<file path="config.mk">
export PLATFORM = sky130hd
export DESIGN_NAME = strap_pin_ctrl
export DESIGN_NICKNAME = d
export VERILOG_FILES = /design/src/rtl/strap_pkg.sv /design/src/rtl/bit_sync.sv /design/src/rtl/settle_timer.sv /design/src/rtl/strap_capture.sv /design/src/rtl/pin_role_ctl.sv /design/src/rtl/strap_pin_ctrl.sv
export SDC_FILE = /design/constraint.sdc
export NUM_CORES = 1
export LEC_CHECK = 0
export BUFFER_PORTS_ARGS = -buffer_cell sky130_fd_sc_hd__buf_2
export CAP_MARGIN = 15
export CORE_AREA = 2 2 50 52
export CTS_BUF_LIST = sky130_fd_sc_hd__clkbuf_8
export DETAILED_ROUTE_END_ITERATION = 8
export DIE_AREA = 0 0 52 54
export PLACE_DENSITY = 0.64
export SKIP_CTS_REPAIR_TIMING = 1
export SLEW_MARGIN = 5
export SYNTH_ARGS = -nofsm -noshare
export SYNTH_HDL_FRONTEND = slang
export SYNTH_SLANG_ARGS = --single-unit
</file>
<file path="constraint.sdc">
create_clock -name clk -period 1.2 [get_ports clk]
set_input_delay 0.12 -clock clk [delete_from_list [all_inputs] [get_ports clk]]
set_output_delay 0.12 -clock clk [all_outputs]
set_load 0.05 [all_outputs]
</file>
<file path="src/rtl/strap_pkg.sv">
package strap_pkg;
  localparam int unsigned NUM_STRAP = 2;

  typedef enum logic [1:0] {
    PH_SETTLE   = 2'd0,
    PH_SAMPLE_A = 2'd1,
    PH_SAMPLE_B = 2'd2,
    PH_HOLD     = 2'd3
  } phase_t;

  typedef logic [NUM_STRAP-1:0] strap_vec_t;
endpackage

</file>
<file path="src/rtl/bit_sync.sv">
module bit_sync #(
  parameter int unsigned W       = 1,
  parameter bit          RST_VAL = 1'b0
) (
  input  logic         clk,
  input  logic         rst_n,
  input  logic [W-1:0] d,
  output logic [W-1:0] q
);
  logic [W-1:0] stage1;

  always_ff @(posedge clk or negedge rst_n) begin
    if (!rst_n) begin
      stage1 <= {W{RST_VAL}};
      q      <= {W{RST_VAL}};
    end else begin
      stage1 <= d;
      q      <= stage1;
    end
  end
endmodule

</file>
<file path="src/rtl/settle_timer.sv">
module settle_timer #(
  parameter int unsigned CYC = 64
) (
  input  logic clk,
  input  logic rst_n,
  input  logic run,
  output logic expire
);
  localparam int unsigned CW = (CYC > 2) ? $clog2(CYC) : 1;
  localparam logic [CW-1:0] LAST = CW'(CYC - 1);

  logic [CW-1:0] cnt;

  always_ff @(posedge clk or negedge rst_n) begin
    if (!rst_n) begin
      cnt <= '0;
    end else if (run && cnt != LAST) begin
      cnt <= cnt + 1'b1;
    end
  end

  assign expire = run && (cnt == LAST);

  AST_CNT_BOUND: assert property (@(posedge clk) disable iff (!rst_n)
    cnt <= LAST);
endmodule

</file>
<file path="src/rtl/strap_capture.sv">
module strap_capture
  import strap_pkg::*;
#(
  parameter int unsigned W = NUM_STRAP
) (
  input  logic         clk,
  input  logic         rst_n,
  input  logic         expire,
  input  logic [W-1:0] strap_s,
  output logic         run,
  output logic [W-1:0] cfg,
  output logic         done
);
  phase_t       phase;
  logic [W-1:0] samp_a;

  always_ff @(posedge clk or negedge rst_n) begin
    if (!rst_n) begin
      phase  <= PH_SETTLE;
      samp_a <= '1;
      cfg    <= '1;
      done   <= 1'b0;
    end else begin
      unique case (phase)
        PH_SETTLE: begin
          if (expire) phase <= PH_SAMPLE_A;
        end
        PH_SAMPLE_A: begin
          samp_a <= strap_s;
          phase  <= PH_SAMPLE_B;
        end
        PH_SAMPLE_B: begin
          if (strap_s == samp_a) begin
            cfg   <= strap_s;
            done  <= 1'b1;
            phase <= PH_HOLD;
          end else begin
            phase <= PH_SAMPLE_A;
          end
        end
        default: phase <= PH_HOLD;
      endcase
    end
  end

  assign run = (phase == PH_SETTLE);

  AST_NO_DONE_IN_SETTLE: assert property (@(posedge clk) disable iff (!rst_n)
    (phase == PH_SETTLE) |-> !done);
  AST_LATCH_AGREE: assert property (@(posedge clk) disable iff (!rst_n)
    $rose(done) |-> (cfg == $past(strap_s)));
  AST_CFG_FROZEN: assert property (@(posedge clk) disable iff (!rst_n)
    $past(done) |-> (done && $stable(cfg)));
endmodule

</file>
<file path="src/rtl/pin_role_ctl.sv">
module pin_role_ctl #(
  parameter int unsigned W = 2
) (
  input  logic         done,
  input  logic         oe_s,
  output logic         main_oe,
  output logic [W-1:0] pad_oe
);
  assign main_oe = oe_s;

  for (genvar i = 0; i < W; i++) begin : g_pad
    assign pad_oe[i] = done & oe_s;
  end
endmodule

</file>
<file path="src/rtl/strap_pin_ctrl.sv">
module strap_pin_ctrl
  import strap_pkg::*;
#(
  parameter int unsigned SETTLE_CYC = 64
) (
  input  logic                 clk,
  input  logic                 rst_n,
  input  logic [NUM_STRAP-1:0] strap_pin,
  input  logic                 oe_pin,
  input  logic                 test_pin_n,
  output logic                 main_oe,
  output logic [NUM_STRAP-1:0] strap_pad_oe,
  output logic [NUM_STRAP-1:0] strap_cfg,
  output logic                 strap_done,
  output logic                 mod_bypass
);
  strap_vec_t strap_s;
  logic       oe_s;
  logic       test_s;
  logic       run;
  logic       expire;

  bit_sync #(.W(NUM_STRAP), .RST_VAL(1'b1)) u_strap_sync (
    .clk(clk), .rst_n(rst_n), .d(strap_pin), .q(strap_s));
  bit_sync #(.W(1), .RST_VAL(1'b0)) u_oe_sync (
    .clk(clk), .rst_n(rst_n), .d(oe_pin), .q(oe_s));
  bit_sync #(.W(1), .RST_VAL(1'b1)) u_test_sync (
    .clk(clk), .rst_n(rst_n), .d(test_pin_n), .q(test_s));

  settle_timer #(.CYC(SETTLE_CYC)) u_timer (
    .clk(clk), .rst_n(rst_n), .run(run), .expire(expire));

  strap_capture #(.W(NUM_STRAP)) u_capture (
    .clk(clk), .rst_n(rst_n), .expire(expire), .strap_s(strap_s),
    .run(run), .cfg(strap_cfg), .done(strap_done));

  pin_role_ctl #(.W(NUM_STRAP)) u_roles (
    .done(strap_done), .oe_s(oe_s), .main_oe(main_oe), .pad_oe(strap_pad_oe));

  assign mod_bypass = ~test_s;

  AST_MAIN_OE_LAG: assert property (@(posedge clk) disable iff (!rst_n)
    main_oe |-> $past(oe_pin, 2));
  AST_BYPASS_LAG: assert property (@(posedge clk) disable iff (!rst_n)
    mod_bypass |-> !$past(test_pin_n, 2));
endmodule

</file>
### Word level (Yosys, flattened, before mapping)

Index checks and enable logic that the tools add are counted.

| storage, ports and cells | value |
|---|---|
| input port bits | 6 |
| output and inout port bits | 7 |
| word-level logic and storage cells | 27 |
| flip-flop bits (word level) | 21 |

| operators by class | value |
|---|---|
| reduce and logical (&&, ||, !) cells | 4 |
| $add $sub $neg | 1 |
| equal/unequal tests | 6 |
| bitwise operators | 2 |
| muxes and demuxes | 3 |

Operators by type and width:

| cell | count |
|---|---|
| $add A6 B1 Y6 const B | 1 |
| $eq A6 B6 Y1 const B | 1 |
| $ne A6 B6 Y1 const B | 1 |
| $pmux W2 S3 | 1 |
| $mux W2 | 2 |
| $eq A2 B1 Y1 const B | 1 |
| $eq A2 B2 Y1 | 1 |
| $eq A2 B2 Y1 const B | 1 |
| $logic_and A1 B1 Y1 | 2 |
| $logic_not A2 Y1 | 1 |
| $ne A2 B2 Y1 const B | 1 |
| $reduce_and A2 Y1 | 1 |
| $and A1 B1 Y1 | 1 |
| $not A1 Y1 | 1 |

### Depth between registers and ports, before layout

| depth | value |
|---|---|
| depth after elaboration | 4 |
| mapped depth | 4 |
| gate-level depth less buffers | 4 |

### Modules after synthesis

A second synthesis with hierarchy kept.

| second synthesis, totals | value |
|---|---|
| cells, all modules | 68 |
| area total of the unflattened synthesis | 849.6 um2 |

By module, submodules not included:

| module | area an instance (um2) | sequential area each (um2) | times used | cells each |
|---|---|---|---|---|
| strap_capture | 321.6 | 180.2 | 1 | 30 |
| settle_timer | 295.3 | 150.1 | 1 | 26 |
| bit_sync (u_strap_sync) | 105.1 | 105.1 | 1 | 4 |
| bit_sync (u_test_sync) | 52.6 | 52.6 | 1 | 2 |
| bit_sync (u_oe_sync) | 50.0 | 50.0 | 1 | 2 |
| pin_role_ctl | 21.3 | 0.0 | 1 | 3 |
| strap_pin_ctrl | 3.8 | 0.0 | 1 | 1 |

### Least setup slack after synthesis

OpenSTA, ideal clock, no wires.

| timing path | value |
|---|---|
| path kind | reg2out |
| start point | register u_capture.done |
| end point | output port strap_pad_oe[1] |
| stages on the path, launching flop included | 3 |
| data arrival time | 1421 ps |
| slack | -341 ps |
| path buffers | 1 |
| path through | dfrtp_1 > and2_1 > buf_4 |

| on the way | value |
|---|---|
| word-level cells in the longest chain between the ends | 1 |

RTL lines:

| what | RTL line | source |
|---|---|---|
| start, declared | strap_capture.sv:12 | `output logic done` |
| start signal, assigned | strap_capture.sv:22 | `done <= 1'b0;` |
| start signal, assigned | strap_capture.sv:35 | `done <= 1'b1;` |
| $and A1 B1 Y1 | - |  |
| end, declared | strap_pin_ctrl.sv:12 | `output logic [NUM_STRAP-1:0] strap_pad_oe,` |

No other way between the ends.

### Worst setup path after layout

| timing path | value |
|---|---|
| start point | register u_capture.samp_a[1] |
| end point | register u_capture.cfg[1] |

| on the way | value |
|---|---|
| word-level cells in the longest chain between the ends | 2 |

RTL lines:

| what | RTL line | source |
|---|---|---|
| start, declared | strap_capture.sv:15 | `logic [W-1:0] samp_a;` |
| start signal, assigned | strap_capture.sv:29 | `samp_a <= strap_s;` |
| $eq A2 B2 Y1 | strap_capture.sv:33 | `if (strap_s == samp_a) begin` |
| $reduce_and A2 Y1 (no source line) | - |  |
| end signal, assigned | strap_capture.sv:34 | `cfg <= strap_s;` |
| end, declared | strap_capture.sv:11 | `output logic [W-1:0] cfg,` |

No other way between the ends.
A chain may end at the register's enable or synchronous reset.

==> impl_metrics.tcl <==
set metrics [dict create \
    coreArea_um2 2320 \
    path_clk_slew_ns 0.07 \
    yosysWarnings 0 \
    hp-class "in -> async" \
    setup_viol 3 \
    die_area_um2 2810 \
    rsz0062_at_grt "yes" \
    synth_area_leaders "dfrtp_1 32%, dfstp_2 31%, mux2_1 6.6%" \
    worstPathRequired_ns 1.38 \
    start_util_pct 36.5 \
    cts_buffers 3 \
    synth_edf_count 0 \
    fillCellCount 209 \
    die_x_um 52 \
    async_reset_ff_share_pct 100 \
    cts_tree "done" \
    dr.pass1.iters 2 \
    vias 556 \
    place_inst 112 \
    grt_max_degree 22 \
    synth_fa_ha_area_share_pct 1.48 \
    synth-xor-area-share_pct 5.02 \
    wl_met1_um 554 \
    yosysTopAreaCellShare_pct 32.5 \
    place_congestion 0.718 \
    fin_area_um2 1140 \
    clock_skew_ns 0.00111 \
    cp_slowest_stage_delay_ns 0.55 \
    r2r_setup_slack_ns -0.04 \
    startpoint_type "flip-flop" \
    htree_levels 1 \
    critPathTopFamily "flip-flops" \
    synthCells 62 \
    top_layer "met4" \
    setup_ws_ns -0.0353 \
    grt_pass1_vias 559 \
    violations "setup timing" \
    wl_met3_um 48 \
    irDropWorstVdd_uv 761 \
    path_max_fanout 3 \
    pin_count 13 \
    area_growth_pct 35.2 \
    crit_type "reg -> reg" \
    relSlewSlack_pct 69.6 \
    place_ws_ns -0.0362 \
    synth_top_family_by_area "simple AND/OR/NAND/NOR gates" \
    antenna_found_initial 0 \
    clock_path_buffers 2 \
    layout.nets 99 \
    layoutNonFillerInstCount 121 \
    outcome "complete, but fails checks" \
    fmax_mhz 810 \
    dr_wl_met2_um 711 \
    drtAntennaViolNets 0 \
    reg2reg_depth 3 \
    synth-seq-cells 21 \
    via_per_inst 4.60 \
    drc 0 \
    clk_latency_ns 0.25 \
    setup_tns_ns -0.0490 \
    r2r_end "u_capture.cfg[1]$_DFFE_PN1P_" \
    synth-compound-area-share_pct 5.76 \
    cp.arrival_ns 1.42 \
    worstMarginPinSlew_ns 0.457 \
    ys.flop_type "dfrtp_1" \
    wire_per_inst_um 11.0 \
    p_leak_nw 0.513 \
    grt-ovfl-total 0 \
    cts_sinks 21 \
    wl_um 1330 \
    antenna_cells 0 \
    synth-simple-area-share_pct 14.5 \
    grt_usage_pct 11.3 \
    rows 18 \
    reg2reg_from "u_capture.samp_a[1]$_DFFE_PN1N_" \
    critPathSlowestCell "dfstp_2" \
    synthMuxAreaShare_pct 8.42 \
    final.period_utilization_pct 103 \
    ys_seq_area_share_pct 63.5 \
    cts-root-buf "clkbuf_8" \
    synth.top_cells.by_count "11 x dfrtp_1, 10 x dfstp_2, 5 x mux2_1" \
    max-cap-violations 0 \
    avgSynthCellArea_um2 13.7 \
    die_h_um 54 \
    maxSlewViolCount 0 \
    dpl-instance-area_um2 1030 \
    p_per_area_nw_per_um2 1070 \
    hold_viol_final 0 \
    grt_pass1_wl_um 2190 \
    critPathBufInv 0 \
    syn_area_um2 847 \
    synth_top_cell_by_area "dfrtp_1" \
    end_kind "flip-flop" \
    synthMostInstantiatedCell "dfrtp_1" \
    syn_nets 69 \
    finalCriticalPeriod_ns 1.24 \
    synth.distinct_cells 28 \
    cp_cell_sequence "xor2_2 -> nor3_2 -> mux2_4" \
    io_buffers 12 \
    drtIter0Drc 1 \
    dpl.hpwl_um 931 \
    final_layout_size_suffix_gt1_share_pct 51.6 \
]
==> worst max path at each step <==
stage | slack, ns | endpoint | startpoint | cells after the start
after floorplan | -0.004 | u_timer.cnt[1]$_DFFE_PN0P_ | u_timer.cnt[0]$_DFFE_PN0P_ | 4
after global placement | -0.03 | u_capture.cfg[1]$_DFFE_PN1P_ | u_capture.samp_a[1]$_DFFE_PN1N_ | 3
after detailed placement | -0.04 | u_capture.cfg[1]$_DFFE_PN1P_ | u_capture.samp_a[1]$_DFFE_PN1N_ | 3
after CTS | -0.05 | u_capture.cfg[1]$_DFFE_PN1P_ | u_capture.samp_a[1]$_DFFE_PN1N_ | 3
after global routing | -0.09 | u_capture.cfg[1]$_DFFE_PN1P_ | u_capture.samp_a[1]$_DFFE_PN1N_ | 3
final | -0.04 | u_capture.cfg[1]$_DFFE_PN1P_ | u_capture.samp_a[1]$_DFFE_PN1N_ | 3
==> metal layers <==
metal	up-vias	GRT usage [%]
li1	270	-
met3	2	2.50
met1	275	11.3
met2	9	20.7
met4	0	7.89
met5	-	0
==> registers in the layout (all words and copies together), names as in the netlist, 2 cells and up <==
| name | cells |
|---|---|
| u_capture.cfg | 2 |
| u_capture.phase | 2 |
| u_capture.samp_a | 2 |
| u_strap_sync.q | 2 |
| u_strap_sync.stage1 | 2 |
| u_timer.cnt | 6 |
==> logic make-up after synthesis <==
group | Yosys count
AO/OA/AOI/OAI | 8
XOR/XNOR | 4
adder cells (fa/ha/maj) | 1
buffers and inverters | 2
flip-flops | 21
multiplexers | 6
AND/OR/NAND/NOR | 20
==> layout make-up <==
| type | count | area (um^2) | share of cell area (%) |
|---|---|---|---|
| well taps | 30 | 37.5 | 3.28 |
| clock buffers | 3 | 41.3 | 3.61 |
| flip-flops and latches | 21 | 541 | 47.2 |
| repair buffers | 26 | 183 | 16.0 |
| clock inverters | 1 | 3.75 | 0.328 |
| inverters | 1 | 3.75 | 0.328 |
| multi-input cells | 39 | 335 | 29.3 |
==> through the flow <==
stage          utilization [%]  power (mW)  hold WS [ns]
5_1_grt                   49.4        1.30         0.360
6_report                  49.4        1.23         0.351
3_5_place_dp              44.6       0.802        0.0959
2_1_floorplan                -       0.767        -0.176
4_1_cts                   46.5        1.25        -0.184
3_3_place_gp              44.6       0.800        0.0950
==> report_power, final <==
group / internal [mW] / total, mW / switching (mW)
Clock: 0.227 / 0.428 / 0.201
Combinational: 0.0273 / 0.0644 / 0.0372
Sequential: 0.731 / 0.736 / 0.00567
==> cell usage in the layout, fill, tap and decap left out, drive strengths merged, types with 2 or more instances in the layout <==
cell / netlist / layout
buf: 1 / 19
dfstp: 10 / 10
nor3: 2 / 2
xor2: 2 / 2
xnor2: 2 / 2
clkbuf: 0 / 5
a21oi: 2 / 2
dfrtp: 11 / 11
dlygate4sd3: 0 / 5
nand2b: 4 / 4
and3: 2 / 2
o21ai: 3 / 3
nand2: 2 / 2
and2: 2 / 2
mux2: 6 / 6
inv: 1 / 2
nand3: 3 / 3
nor2: 2 / 2
Power figures use the tool's default switching activity.
